`src/rtl/ccdtg_pkg.sv`:
```
package ccdtg_pkg;

    typedef enum logic [2:0] {
        ST_IDLE,
        ST_EXPOSE,
        ST_PDX,
        ST_VSHIFT,
        ST_HOLD,
        ST_HCLK,
        ST_DONE
    } tg_state_e;

    typedef struct packed {
        logic dual;
        logic bin2;
        logic shut_en;
    } tg_mode_t;

    typedef struct packed {
        logic v1;
        logic v2;
        logic v2_hi;
        logic fd;
        logic sub;
    } vert_ctl_t;

    typedef struct packed {
        logic h1;
        logic h2;
        logic rg;
    } horz_ctl_t;

    function automatic int unsigned max2(input int unsigned a, input int unsigned b);
        return (a > b) ? a : b;
    endfunction

endpackage

```
`src/rtl/ccdtg_hclk.sv`:
```
module ccdtg_hclk
    import ccdtg_pkg::*;
#(
    parameter int PIX_SINGLE = 1644,
    parameter int PIX_DUAL   = 824,
    parameter int PIX_PER    = 4
) (
    input  logic      clk,
    input  logic      rst,
    input  logic      run,
    input  logic      dual,
    output horz_ctl_t hz,
    output logic      last
);
    localparam int PIX_W = $clog2(PIX_SINGLE + 1);
    localparam int PH_W  = (PIX_PER > 2) ? $clog2(PIX_PER) : 1;
    localparam int HALF  = PIX_PER / 2;

    logic [PH_W-1:0]  phase;
    logic [PIX_W-1:0] pix;
    logic [PIX_W-1:0] pix_last;
    logic             ph_end;

    assign ph_end   = (phase == PH_W'(PIX_PER - 1));
    assign pix_last = dual ? PIX_W'(PIX_DUAL - 1) : PIX_W'(PIX_SINGLE - 1);

    always_ff @(posedge clk) begin
        if (rst || !run) begin
            phase <= '0;
            pix   <= '0;
        end else if (ph_end) begin
            phase <= '0;
            pix   <= pix + PIX_W'(1);
        end else begin
            phase <= phase + PH_W'(1);
        end
    end

    // Parked state (h1 high, h2 low) whenever not running.
    always_comb begin
        hz.h1 = !run || (phase < PH_W'(HALF));
        hz.h2 = !hz.h1;
        hz.rg = run && (phase == '0);
    end

    assign last = run && ph_end && (pix == pix_last);

endmodule

```
`src/rtl/ccdtg_seq.sv`:
```
module ccdtg_seq
    import ccdtg_pkg::*;
#(
    parameter int LINES  = 1214,
    parameter int LINE_W = 11,
    parameter int SD_W   = 10,
    parameter int T_VCCD = 60,
    parameter int T_HD   = 60,
    parameter int T_PD   = 60,
    parameter int T_S    = 200
) (
    input  logic              clk,
    input  logic              rst,
    input  logic              start,
    input  logic              dual_i,
    input  logic              bin2_i,
    input  logic              shut_en_i,
    input  logic [LINE_W-1:0] dump_i,
    input  logic [SD_W-1:0]   sdel_i,
    input  logic              hlast_i,
    output logic              hrun_o,
    output logic              dual_o,
    output vert_ctl_t         vert_o,
    output logic              busy_o
);
    localparam int MAXT  = max2(max2(3 * T_VCCD, T_HD), max2(T_PD, T_S + (1 << SD_W)));
    localparam int CNT_W = $clog2(MAXT + 1);

    tg_state_e         st;
    tg_mode_t          mode_q;
    logic [LINE_W-1:0] dump_q;
    logic [SD_W-1:0]   sdel_q;
    logic [LINE_W-1:0] li;
    logic [CNT_W-1:0]  cnt;
    logic [CNT_W-1:0]  vlast;
    logic [CNT_W-1:0]  xlast;
    logic [LINE_W-1:0] li_last;
    logic              dumping;
    logic              final_line;

    assign vlast      = mode_q.bin2 ? CNT_W'(3 * T_VCCD - 1) : CNT_W'(T_VCCD - 1);
    assign xlast      = CNT_W'(T_S) + CNT_W'(sdel_q) - CNT_W'(1);
    assign li_last    = mode_q.bin2 ? LINE_W'(LINES / 2 - 1) : LINE_W'(LINES - 1);
    assign dumping    = (li < dump_q);
    assign final_line = (li == li_last);

    always_ff @(posedge clk) begin
        if (rst) begin
            st     <= ST_IDLE;
            cnt    <= '0;
            li     <= '0;
            mode_q <= '0;
            dump_q <= '0;
            sdel_q <= '0;
        end else begin
            case (st)
                ST_IDLE: begin
                    cnt <= '0;
                    li  <= '0;
                    if (start) begin
                        mode_q <= '{dual: dual_i, bin2: bin2_i, shut_en: shut_en_i};
                        dump_q <= dump_i;
                        sdel_q <= sdel_i;
                        st     <= shut_en_i ? ST_EXPOSE : ST_PDX;
                    end
                end
                ST_EXPOSE: begin
                    if (cnt == xlast) begin
                        cnt <= '0;
                        st  <= ST_PDX;
                    end else cnt <= cnt + CNT_W'(1);
                end
                ST_PDX: begin
                    if (cnt == CNT_W'(T_PD - 1)) begin
                        cnt <= '0;
                        st  <= ST_VSHIFT;
                    end else cnt <= cnt + CNT_W'(1);
                end
                ST_VSHIFT: begin
                    if (cnt == vlast) begin
                        cnt <= '0;
                        st  <= ST_HOLD;
                    end else cnt <= cnt + CNT_W'(1);
                end
                ST_HOLD: begin
                    if (cnt == CNT_W'(T_HD - 1)) begin
                        cnt <= '0;
                        if (!dumping) st <= ST_HCLK;
                        else if (final_line) st <= ST_DONE;
                        else begin
                            st <= ST_VSHIFT;
                            li <= li + LINE_W'(1);
                        end
                    end else cnt <= cnt + CNT_W'(1);
                end
                ST_HCLK: begin
                    if (hlast_i) begin
                        if (final_line) st <= ST_DONE;
                        else begin
                            st <= ST_VSHIFT;
                            li <= li + LINE_W'(1);
                        end
                    end
                end
                default: st <= ST_IDLE;
            endcase
        end
    end

    always_comb begin
        vert_o.v1    = (st == ST_VSHIFT);
        vert_o.v2    = (st != ST_VSHIFT);
        vert_o.v2_hi = (st == ST_PDX);
        vert_o.fd    = (st == ST_VSHIFT) && dumping;
        vert_o.sub   = (st == ST_EXPOSE) && (cnt < CNT_W'(T_S));
    end

    assign hrun_o = (st == ST_HCLK);
    assign dual_o = mode_q.dual;
    assign busy_o = (st != ST_IDLE);

    // latched configuration never moves outside idle
    p_mode_frozen_r11: assert property (@(posedge clk) disable iff (rst)
        (st != ST_IDLE) |=> $stable(mode_q) && $stable(dump_q));

    // a frame always leaves through the done state
    p_done_idle_r2: assert property (@(posedge clk) disable iff (rst)
        (st == ST_DONE) |=> (st == ST_IDLE));

endmodule

```
`src/rtl/ccdtg_top.sv`:
```
module ccdtg_top
    import ccdtg_pkg::*;
#(
    parameter int LINES      = 1214,
    parameter int LINE_W     = 11,
    parameter int SD_W       = 10,
    parameter int PIX_SINGLE = 1644,
    parameter int PIX_DUAL   = 824,
    parameter int PIX_PER    = 4,
    parameter int T_VCCD     = 60,
    parameter int T_HD       = 60,
    parameter int T_PD       = 60,
    parameter int T_S        = 200
) (
    input  logic              clk,
    input  logic              rst,
    input  logic              start,
    input  logic              dual_mode,
    input  logic              bin2,
    input  logic [LINE_W-1:0] dump_lines,
    input  logic              shut_en,
    input  logic [SD_W-1:0]   shut_delay,
    output logic              v1,
    output logic              v2,
    output logic              v2_hi,
    output logic              h1,
    output logic              h2,
    output logic              h1br,
    output logic              h2br,
    output logic              rg,
    output logic              fd,
    output logic              sub,
    output logic              busy
);
    vert_ctl_t vc;
    horz_ctl_t hz;
    logic      hrun;
    logic      hlast;
    logic      dual_q;

    ccdtg_seq #(
        .LINES(LINES), .LINE_W(LINE_W), .SD_W(SD_W),
        .T_VCCD(T_VCCD), .T_HD(T_HD), .T_PD(T_PD), .T_S(T_S)
    ) u_seq (
        .clk(clk), .rst(rst), .start(start),
        .dual_i(dual_mode), .bin2_i(bin2), .shut_en_i(shut_en),
        .dump_i(dump_lines), .sdel_i(shut_delay),
        .hlast_i(hlast), .hrun_o(hrun), .dual_o(dual_q),
        .vert_o(vc), .busy_o(busy)
    );

    ccdtg_hclk #(
        .PIX_SINGLE(PIX_SINGLE), .PIX_DUAL(PIX_DUAL), .PIX_PER(PIX_PER)
    ) u_hclk (
        .clk(clk), .rst(rst), .run(hrun), .dual(dual_q),
        .hz(hz), .last(hlast)
    );

    assign v1    = vc.v1;
    assign v2    = vc.v2;
    assign v2_hi = vc.v2_hi;
    assign fd    = vc.fd;
    assign sub   = vc.sub;
    assign h1    = hz.h1;
    assign h2    = hz.h2;
    assign rg    = hz.rg;

    // Right-half barrier phases follow the main phases in dual mode and are
    // swapped in single mode, so the right half shifts toward the left output.
    assign h1br = dual_q ? hz.h1 : hz.h2;
    assign h2br = dual_q ? hz.h2 : hz.h1;

    // horizontal register parked during a row move
    p_hpark_r3: assert property (@(posedge clk) disable iff (rst)
        v1 |-> (h1 && !h2));

    // no vertical, dump or shutter activity during pixel clocking
    p_quiet_r12: assert property (@(posedge clk) disable iff (rst)
        (rg || !h1) |-> (!v1 && !fd && !sub));

    // dump gate only inside a row move
    p_fd_in_shift_r8: assert property (@(posedge clk) disable iff (rst)
        fd |-> v1);

    // hold gap begins when the row move ends
    p_hold_gap_r4: assert property (@(posedge clk) disable iff (rst)
        $fell(v1) |-> (!rg && h1));

endmodule

```
`config.mk`:
```
export PLATFORM = sky130hd
export DESIGN_NAME = ccdtg_top
export DESIGN_NICKNAME = d
export VERILOG_FILES = /design/src/rtl/ccdtg_pkg.sv /design/src/rtl/ccdtg_hclk.sv /design/src/rtl/ccdtg_seq.sv /design/src/rtl/ccdtg_top.sv
export SDC_FILE = /design/constraint.sdc
export NUM_CORES = 1
export LEC_CHECK = 0
export BUFFER_PORTS_ARGS = -buffer_cell sky130_fd_sc_hd__buf_2
export CAP_MARGIN = 25
export CORE_ASPECT_RATIO = 1.25
export CORE_MARGIN = 2
export CORE_UTILIZATION = 59
export DETAILED_ROUTE_END_ITERATION = 10
export PLACE_DENSITY = 0.88
export SLEW_MARGIN = 10
export SYNTH_ARGS = -nofsm -noshare
export SYNTH_HDL_FRONTEND = slang
export SYNTH_SLANG_ARGS = --single-unit
```
`constraint.sdc`:
```
create_clock -name clk -period 2.9 [get_ports clk]
set_input_delay 0.145 -clock clk [delete_from_list [all_inputs] [get_ports clk]]
set_output_delay 0.145 -clock clk [all_outputs]
set_load 0.05 [all_outputs]
```
==> impl_summary.txt, run 1 <==
----------------------------------------------------
[Setup path]
  Arrival time at the worst endpoint ... 2.86 ns
  WS Path Type ... reg2reg
  Startpoint class of the critical path ... flip-flop
  CP endpoint kind ... flip-flop
  Required time of the worst setup path ... about 3.1 ns
  Register-to-Register Setup Slack ... ~0.25 ns
  Worst-path fanout max ... 4

[Pwr]
  Static leakage ... roughly 0.0015 uW
  Worst VDD drop ... 426 uV
  Tot Pwr ... approximately 3000 uW
  Power per cell area ... 750 mW/mm2

[CTS]
  Number of resized instances in the post-cts repair step ... 0
  Number of clock sinks ... 61
  Number of buffers on the longest clock path ... 2
  Post-CTS Setup Inserts ... 0
  H-tree depth ... 3
  CTS Buf Count ... 9
  Clock transition at the register clock pins on the worst setup and hold paths after CTS ... around 0.080 ns
  Root buffer cell ... sky130_fd_sc_hd__clkbuf_8
  CTS tree ... built
  Clk Latency, worst-skew pair ... around 0.35 ns
  Number of buffers inserted for hold repair after clock tree synthesis ... 0

[Logic synthesis]
  Count of unique library cells instantiated by Yosys ... 56
  Most used flip-flop cell after synthesis ... sky130_fd_sc_hd__dfxtp_1
  Number of instances in the synthesized netlist ... 460
  YS warnings ... 0
  Post-Synthesis Cell Area ... around 0.0035 mm2
  Post-synth EDFFs ... 0
  Post-Synthesis Net Count ... between 500 and 600
  Avg Cell Area, Syn ... ~7.7 um2
  Post-synth ARST share ... 0%
  Seq/Total Area, Yosys ... ~35%
  Synthesis-stage register bit count ... between 60 and 70

[GRT]
  Maximum number of pins on one net before global-route repair ... 42
  GRT met3 Usage ... ~6.3%
  Total routing usage reported by global routing ... 26.1%
  Number of global-route vias before repair ... about 3.1k
  Remaining Overflow, GRT ... 0
  Most Crowded Layer GR ... met2
  Met2 Usage GRT ... 41.8%
  Grt met1 use ... 33.8%
  Initial antenna violation count ... 0
  Global-route wire length before repair ... 13800 um

[Timing]
  Final worst-path cycle share ... just over 90%
  Relative slew margins ... between 40% and 50%
  Maximum operating frequency ... roughly 0.38 GHz
  Final Setup Violations ... 0
  Number of failing hold endpoints at the final stage ... 0
  Clock period minus final worst setup slack ... 2.65 ns
  Number of max-slew violations in the final report ... 0
  Unrepaired setup endpoints after global routing ... no
  Slew at the pin closest to its max-slew limit ... ~0.76 ns
  Total Negative Setup Slacks ... 0 ns
  Worst setup skew after layout ... roughly 0.0093 ns

[Hold path]
  Class of the tightest hold or removal check ... in2reg

[Final layout]
  Commonest non-fill, non-tap cells in the layout ... 76 x sky130_fd_sc_hd__nand2_1, 61 x sky130_fd_sc_hd__dfxtp_1, 44 x sky130_fd_sc_hd__a21oi_1
  Number of diodes added for antenna fixing ... 0
  Most frequent standard cell in the layout excluding fill and tap cells ... sky130_fd_sc_hd__nand2_1
  Growth of design area from synthesis to finish ... 11.9%
  Final net count ... between 500 and 600
  Layout cells sized above 1 ... approximately an eighth

[Drt]
  Pre-antenna DRT Iters ... 5
  Detailed Route Iter0 Violations ... between 200 and 300
  Total Wirelength ... between 8000 and 9000 um
  Routed vias ... 3327
  Number of nets with antenna violations after routing ... 0
  Vias per cell ... ~6
  Remaining routing DRC violations ... 0
  Final routed wire length divided by cell count ... around 15 um

[Floorplanning]
  Row count ... 31
  Die area ... about 0.0066 mm2
  Die Width ... roughly 73 um
  Floorplan die height ... between 90 and 100 um
  Count of boundary I/O pins ... 38
  Total core area ... 0.00578 mm2
  Initial core utilization ... 61.1%

[Status]
  Run status ... completed

[Placed design]
  Number of buffer cells added on primary ports ... 37
  Global placer's final weighted congestion ... between 0.8 and 0.9
  Post-DP HPWL ... roughly 5600 um

[Job]
  Max-Cap Viols ... 0

----------------------------------------------------
==> through the flow <==
stage	hold WS [ns]	setup slack, ns	instance area [um2]	util [%]	cells
after floorplan	0.281	0.0825	3530	-	460
after global placement	0.386	0.346	3720	64.3	541
after detailed placement	0.392	0.270	3720	64.3	541
after CTS	0.0162	0.259	3950	68.3	557
after global routing	0.0260	0.0742	3950	68.3	557
final	0.0254	0.250	3950	68.3	557
==> cell usage after synthesis (8+ instances only) <==
cell type | n | area [um2]
sky130_fd_sc_hd__xor2_1 | 10 | 87.6
sky130_fd_sc_hd__clkbuf_1 | 18 | 67.6
sky130_fd_sc_hd__nand3_1 | 16 | 80.1
sky130_fd_sc_hd__nand2_1 | 76 | 285
sky130_fd_sc_hd__nand4_1 | 9 | 56.3
sky130_fd_sc_hd__o21ai_0 | 17 | 85.1
sky130_fd_sc_hd__a211oi_1 | 8 | 60.1
sky130_fd_sc_hd__and3_1 | 8 | 50.1
sky130_fd_sc_hd__inv_1 | 25 | 93.8
sky130_fd_sc_hd__ha_1 | 16 | 200
sky130_fd_sc_hd__a21oi_1 | 44 | 220
sky130_fd_sc_hd__dfxtp_1 | 61 | 1220
sky130_fd_sc_hd__xnor2_1 | 14 | 123
sky130_fd_sc_hd__nor2_1 | 33 | 124
sky130_fd_sc_hd__nor3_1 | 10 | 50.1
==> final timing paths <==
kind,from,endpoint,depth (start not counted)
worst max-delay path,u_seq.sdel_q[0],u_seq.cnt[7],10
worst min-delay path,dump_lines[10],u_seq.dump_q[10],3
worst max register to register,u_seq.sdel_q[0],u_seq.cnt[7],10
worst min register to register,u_hclk.phase[0],u_hclk.phase[0],1
==> critical path: stages, from the launching register on <==
cell and delay, ns:
sky130_fd_sc_hd__dfxtp_1 0.43, sky130_fd_sc_hd__inv_1 0.07, sky130_fd_sc_hd__ha_1 0.30, sky130_fd_sc_hd__xnor2_1 0.13, sky130_fd_sc_hd__a311o_1 0.33, sky130_fd_sc_hd__a211oi_2 0.15, sky130_fd_sc_hd__nand4b_1 0.09, sky130_fd_sc_hd__or4_1 0.43
sky130_fd_sc_hd__a211o_1 0.36, sky130_fd_sc_hd__o2111ai_1 0.11, sky130_fd_sc_hd__o41ai_1 0.10
==> layout make-up <==
type	instances	area, um2
multi-input cells	348	2100
well taps	66	82.6
repair buffers	41	215
clock buffers	11	151
fillers	458	1830
clock inverters	5	82.6
inverters	25	93.8
flip-flops and latches	61	1220
==> flip-flops by register name, summed over array words and instances, names as in the netlist <==
signal / cells
u_seq.st: 3
u_hclk.pix: 11
u_seq.dual_o: 1
u_seq.sdel_q: 10
u_seq.mode_q: 1
u_seq.cnt: 11
u_seq.li: 11
u_hclk.phase: 2
u_seq.dump_q: 11
==> report_power, final <==
part | switching [uW] | internal [uW] | total, uW | leakage, uW
clock network | 366 | 530 | 897 | 0.000108
registers | 121 | 925 | 1050 | 0.000495
logic | 673 | 348 | 1020 | 0.000870
total | 1160 | 1800 | 2960 | 0.00147
==> routing by layer <==
metal,share of wire (%),wire [um],up-vias
met1,44,3560,1540
met3,5.2,419,14
met2,49,3990,103
met5,0,0,-
met4,1.4,112,0
li1,-,-,1670
==> cell families after synthesis <==
group                    count (synthesis)  synth area share, %
flip-flops                              61                 34.6
XOR/XNOR                                24                 5.95
AO/OA/AOI/OAI                          104                 18.1
buffers and inverters                   51                 5.85
adder cells (fa/ha/maj)                 16                 5.67
AND/OR/NAND/NOR                        201                 29.0
multiplexers                             3                0.850
Power figures use the tool's default switching activity.
==> inputs of run 2 (changes only) <==
Settings changed: SETUP_SLACK_MARGIN set to 0.4.
==> run 2 against run 1 <==
Register-to-register slack gained 0.15 ns. Flip-flop and latch count is the same. Via count grew 4.0%. Setup slack gained 0.15 ns. Global-route usage grew 2.1 points. Critical endpoint is now u_seq.cnt[4]. Highest routed layer unchanged.
==> impl_summary.txt, run 2 (synthesized netlist as in run 1, its figures left out) <==
----------------------------------------------------
[Status]
  Run status ... completed (unchanged)

[Placed design]
  Global placer's final weighted congestion ... 0.921 (was 0.865)
  Post-DP HPWL ... 5990 um (was 5630 um)
  Placed cell area ... 0.00372 mm2 (about the same)
  Number of buffer cells added on primary ports ... 37 (unchanged)

[Final layout]
  Final net count ... 535 (was 529)
  Growth of design area from synthesis to finish ... 16.4% (was 11.9%)
  Layout cells sized above 1 ... 18.1% (was 12.8%)
  Most frequent standard cell in the layout excluding fill and tap cells ... sky130_fd_sc_hd__nand2_1 (unchanged)
  Number of diodes added for antenna fixing ... 0 (unchanged)
  Commonest non-fill, non-tap cells in the layout ... 75 x sky130_fd_sc_hd__nand2_1, 57 x sky130_fd_sc_hd__dfxtp_1, 43 x sky130_fd_sc_hd__a21oi_1 (was 76 x sky130_fd_sc_hd__nand2_1, 61 x sky130_fd_sc_hd__dfxtp_1, 44 x sky130_fd_sc_hd__a21oi_1)
  Layout Cell Area excl Fill ... 0.00411 mm2 (was 0.00395 mm2)

[Timing]
  Slew at the pin closest to its max-slew limit ... 0.820 ns (was 0.762 ns)
  Total Negative Setup Slacks ... 0 ns (unchanged)
  Relative slew margins ... 45.2% (was 49.2%)
  Worst setup skew after layout ... 0.00677 ns (was 0.00929 ns)
  Final worst-path cycle share ... 86.2% (was 91.4%)
  Number of failing hold endpoints at the final stage ... 0 (unchanged)
  Final Setup Violations ... 0 (unchanged)
  Number of max-slew violations in the final report ... 0 (unchanged)
  Maximum operating frequency ... 0.400 GHz (was 0.377 GHz)
  Clock period minus final worst setup slack ... 2.50 ns (was 2.65 ns)
  Unrepaired setup endpoints after global routing ... yes (was no)

[Drt]
  Total Wirelength ... 8900 um (was 8080 um)
  Remaining routing DRC violations ... 0 (unchanged)
  Pre-antenna DRT Iters ... 4 (was 5)
  Vias per cell ... 6.15 (was 5.97)
  Detailed Route Iter0 Violations ... 329 (was 287)
  Routed vias ... 3461 (was 3327)
  Final routed wire length divided by cell count ... 15.8 um (was 14.5 um)
  Number of nets with antenna violations after routing ... 0 (unchanged)

[Setup path]
  Launching element of the worst setup path ... u_seq.sdel_q[0] (unchanged)
  Worst-path fanout max ... 3 (was 4)
  Worst path bufs/invs ... 2 (was 1)
  Top Family by Delay on Critical Path ... compound AO/OA/AOI/OAI gates (unchanged)
  CP endpoint kind ... flip-flop (unchanged)
  Required time of the worst setup path ... 3.13 ns (was 3.11 ns)
  WS Path Type ... reg2reg (unchanged)
  Startpoint class of the critical path ... flip-flop (unchanged)
  Launch instance of the worst register-to-register path ... u_seq.sdel_q[0] (unchanged)
  Delay contributed by the slowest stage of the critical path ... 0.44 ns (was 0.43 ns)
  Cell-by-cell listing of the critical path ... inv_4, ha_4, xnor2_2, a311o_1, a211oi_2, nand4b_1, or4_4, a211o_1, buf_4, o311a_1 (was inv_1, ha_1, xnor2_1, a311o_1, a211oi_2, nand4b_1, or4_1, a211o_1, o2111ai_1, o41ai_1)
  Arrival time at the worst endpoint ... 2.73 ns (was 2.86 ns)
  Worst-path cell with the longest stage delay ... sky130_fd_sc_hd__or4_4 (was sky130_fd_sc_hd__dfxtp_1)

[CTS]
  H-tree depth ... 3 (unchanged)
  Number of clock sinks ... 61 (unchanged)
  Clk Latency, worst-skew pair ... 0.34 ns (was 0.35 ns)
  Clock transition at the register clock pins on the worst setup and hold paths after CTS ... 0.07 ns (was 0.08 ns)
  CTS tree ... built (unchanged)
  Root buffer cell ... sky130_fd_sc_hd__clkbuf_8 (unchanged)
  CTS Buf Count ... 9 (unchanged)
  Number of buffers on the longest clock path ... 2 (unchanged)
  Number of buffers inserted for hold repair after clock tree synthesis ... 0 (unchanged)

[GRT]
  Number of global-route vias before repair ... 3463 (was 3058)
  Remaining Overflow, GRT ... 0 (unchanged)
  Total routing usage reported by global routing ... 28.2% (was 26.1%)
  Global-route wire length before repair ... 15000 um (was 13800 um)
  Initial antenna violation count ... 0 (unchanged)
  Maximum number of pins on one net before global-route repair ... 42 (unchanged)

[Floorplanning]
  Row count ... 31 (unchanged)
  Die area ... 0.00662 mm2 (unchanged)
  Die Width ... 73.2 um (unchanged)
  Count of boundary I/O pins ... 38 (unchanged)
  Floorplan die height ... 90.5 um (unchanged)
  Initial core utilization ... 61.1% (unchanged)
  Total core area ... 0.00578 mm2 (unchanged)

[Pwr]
  Worst VDD drop ... 550 uV (was 426 uV)
  Power per cell area ... 759 mW/mm2 (was 750 mW/mm2)
  Static leakage ... 0.00154 uW (was 0.00147 uW)

[Job]
  Max-Cap Viols ... 0 (unchanged)

[Hold path]
  Hold Path Origin ... dump_lines[10] (unchanged)
  Class of the tightest hold or removal check ... in2reg (unchanged)

----------------------------------------------------
run 2: cell count changes in the layout (fill, tap and decap cells not counted), sizes merged:
cell      before  now
and2           8    9
clkinvlp       3    0
bufinv         2    3
buf           41   46
clkinv         0    1
clkbuf        11   12
run 2: through the flow:
stage / setup slack [ns] / hold WS [ns] / total power [uW] / instances / utilization, %
final: 0.399 / 0.0281 / 3120 / 563 / 71.1
after floorplan: 0.438 / 0.273 / 1840 / 460 / -
after CTS: 0.405 / 0.0257 / 3030 / 560 / 69.4
after global routing: 0.322 / 0.0405 / 3290 / 563 / 71.1
after detailed placement: 0.302 / 0.393 / 2070 / 541 / 64.5
after global placement: 0.402 / 0.385 / 2030 / 541 / 64.5
run 2: timing repair:
action,4_1_cts,5_1_grt
resized for setup,6,20
setup endpoints to repair,16,24
pin swaps,2,8
setup buffers,2,3
gates cloned,1,0
run 2: worst paths after layout:
check | depth (start not counted) | slack (ns) | to
worst max register to register | 10 | 0.40 | u_seq.cnt[4]
worst min register to register | 2 | 0.46 | u_seq.dump_q[2]
worst min-delay path | 3 | 0.03 | u_seq.dump_q[10]
worst max-delay path | 10 | 0.40 | u_seq.cnt[4]
run 2: per-layer routing:
layer	GRT usage (%)	part of all wire (%)
met5	0	0
met4	14.8	2.4
met3	5.92	5.6
met2	46.5	51
met1	33.4	41
run 2: area by class of cell:
type / instances / area (um2)
well taps: 66 / 82.6
clock buffers: 12 / 145
clock inverters: 4 / 95.1
flip-flops and latches: 61 / 1230
inverters: 25 / 96.3
fillers: 421 / 1670
repair buffers: 46 / 253
multi-input cells: 349 / 2210
run 2: worst reg2reg max path, delay by kind of cell (launching register included):
family	cells	cell delay (ns)
flops	1	0.36
simple gates	2	0.57
buf+inv	2	0.19
xor+xnor	1	0.13
fa+ha+maj	1	0.24
compound gates	4	0.91
run 2: where the power goes:
group	total, uW	internal [uW]	switching [uW]
clock	931	594	337
sequential	1050	929	122
combinational	1140	414	724
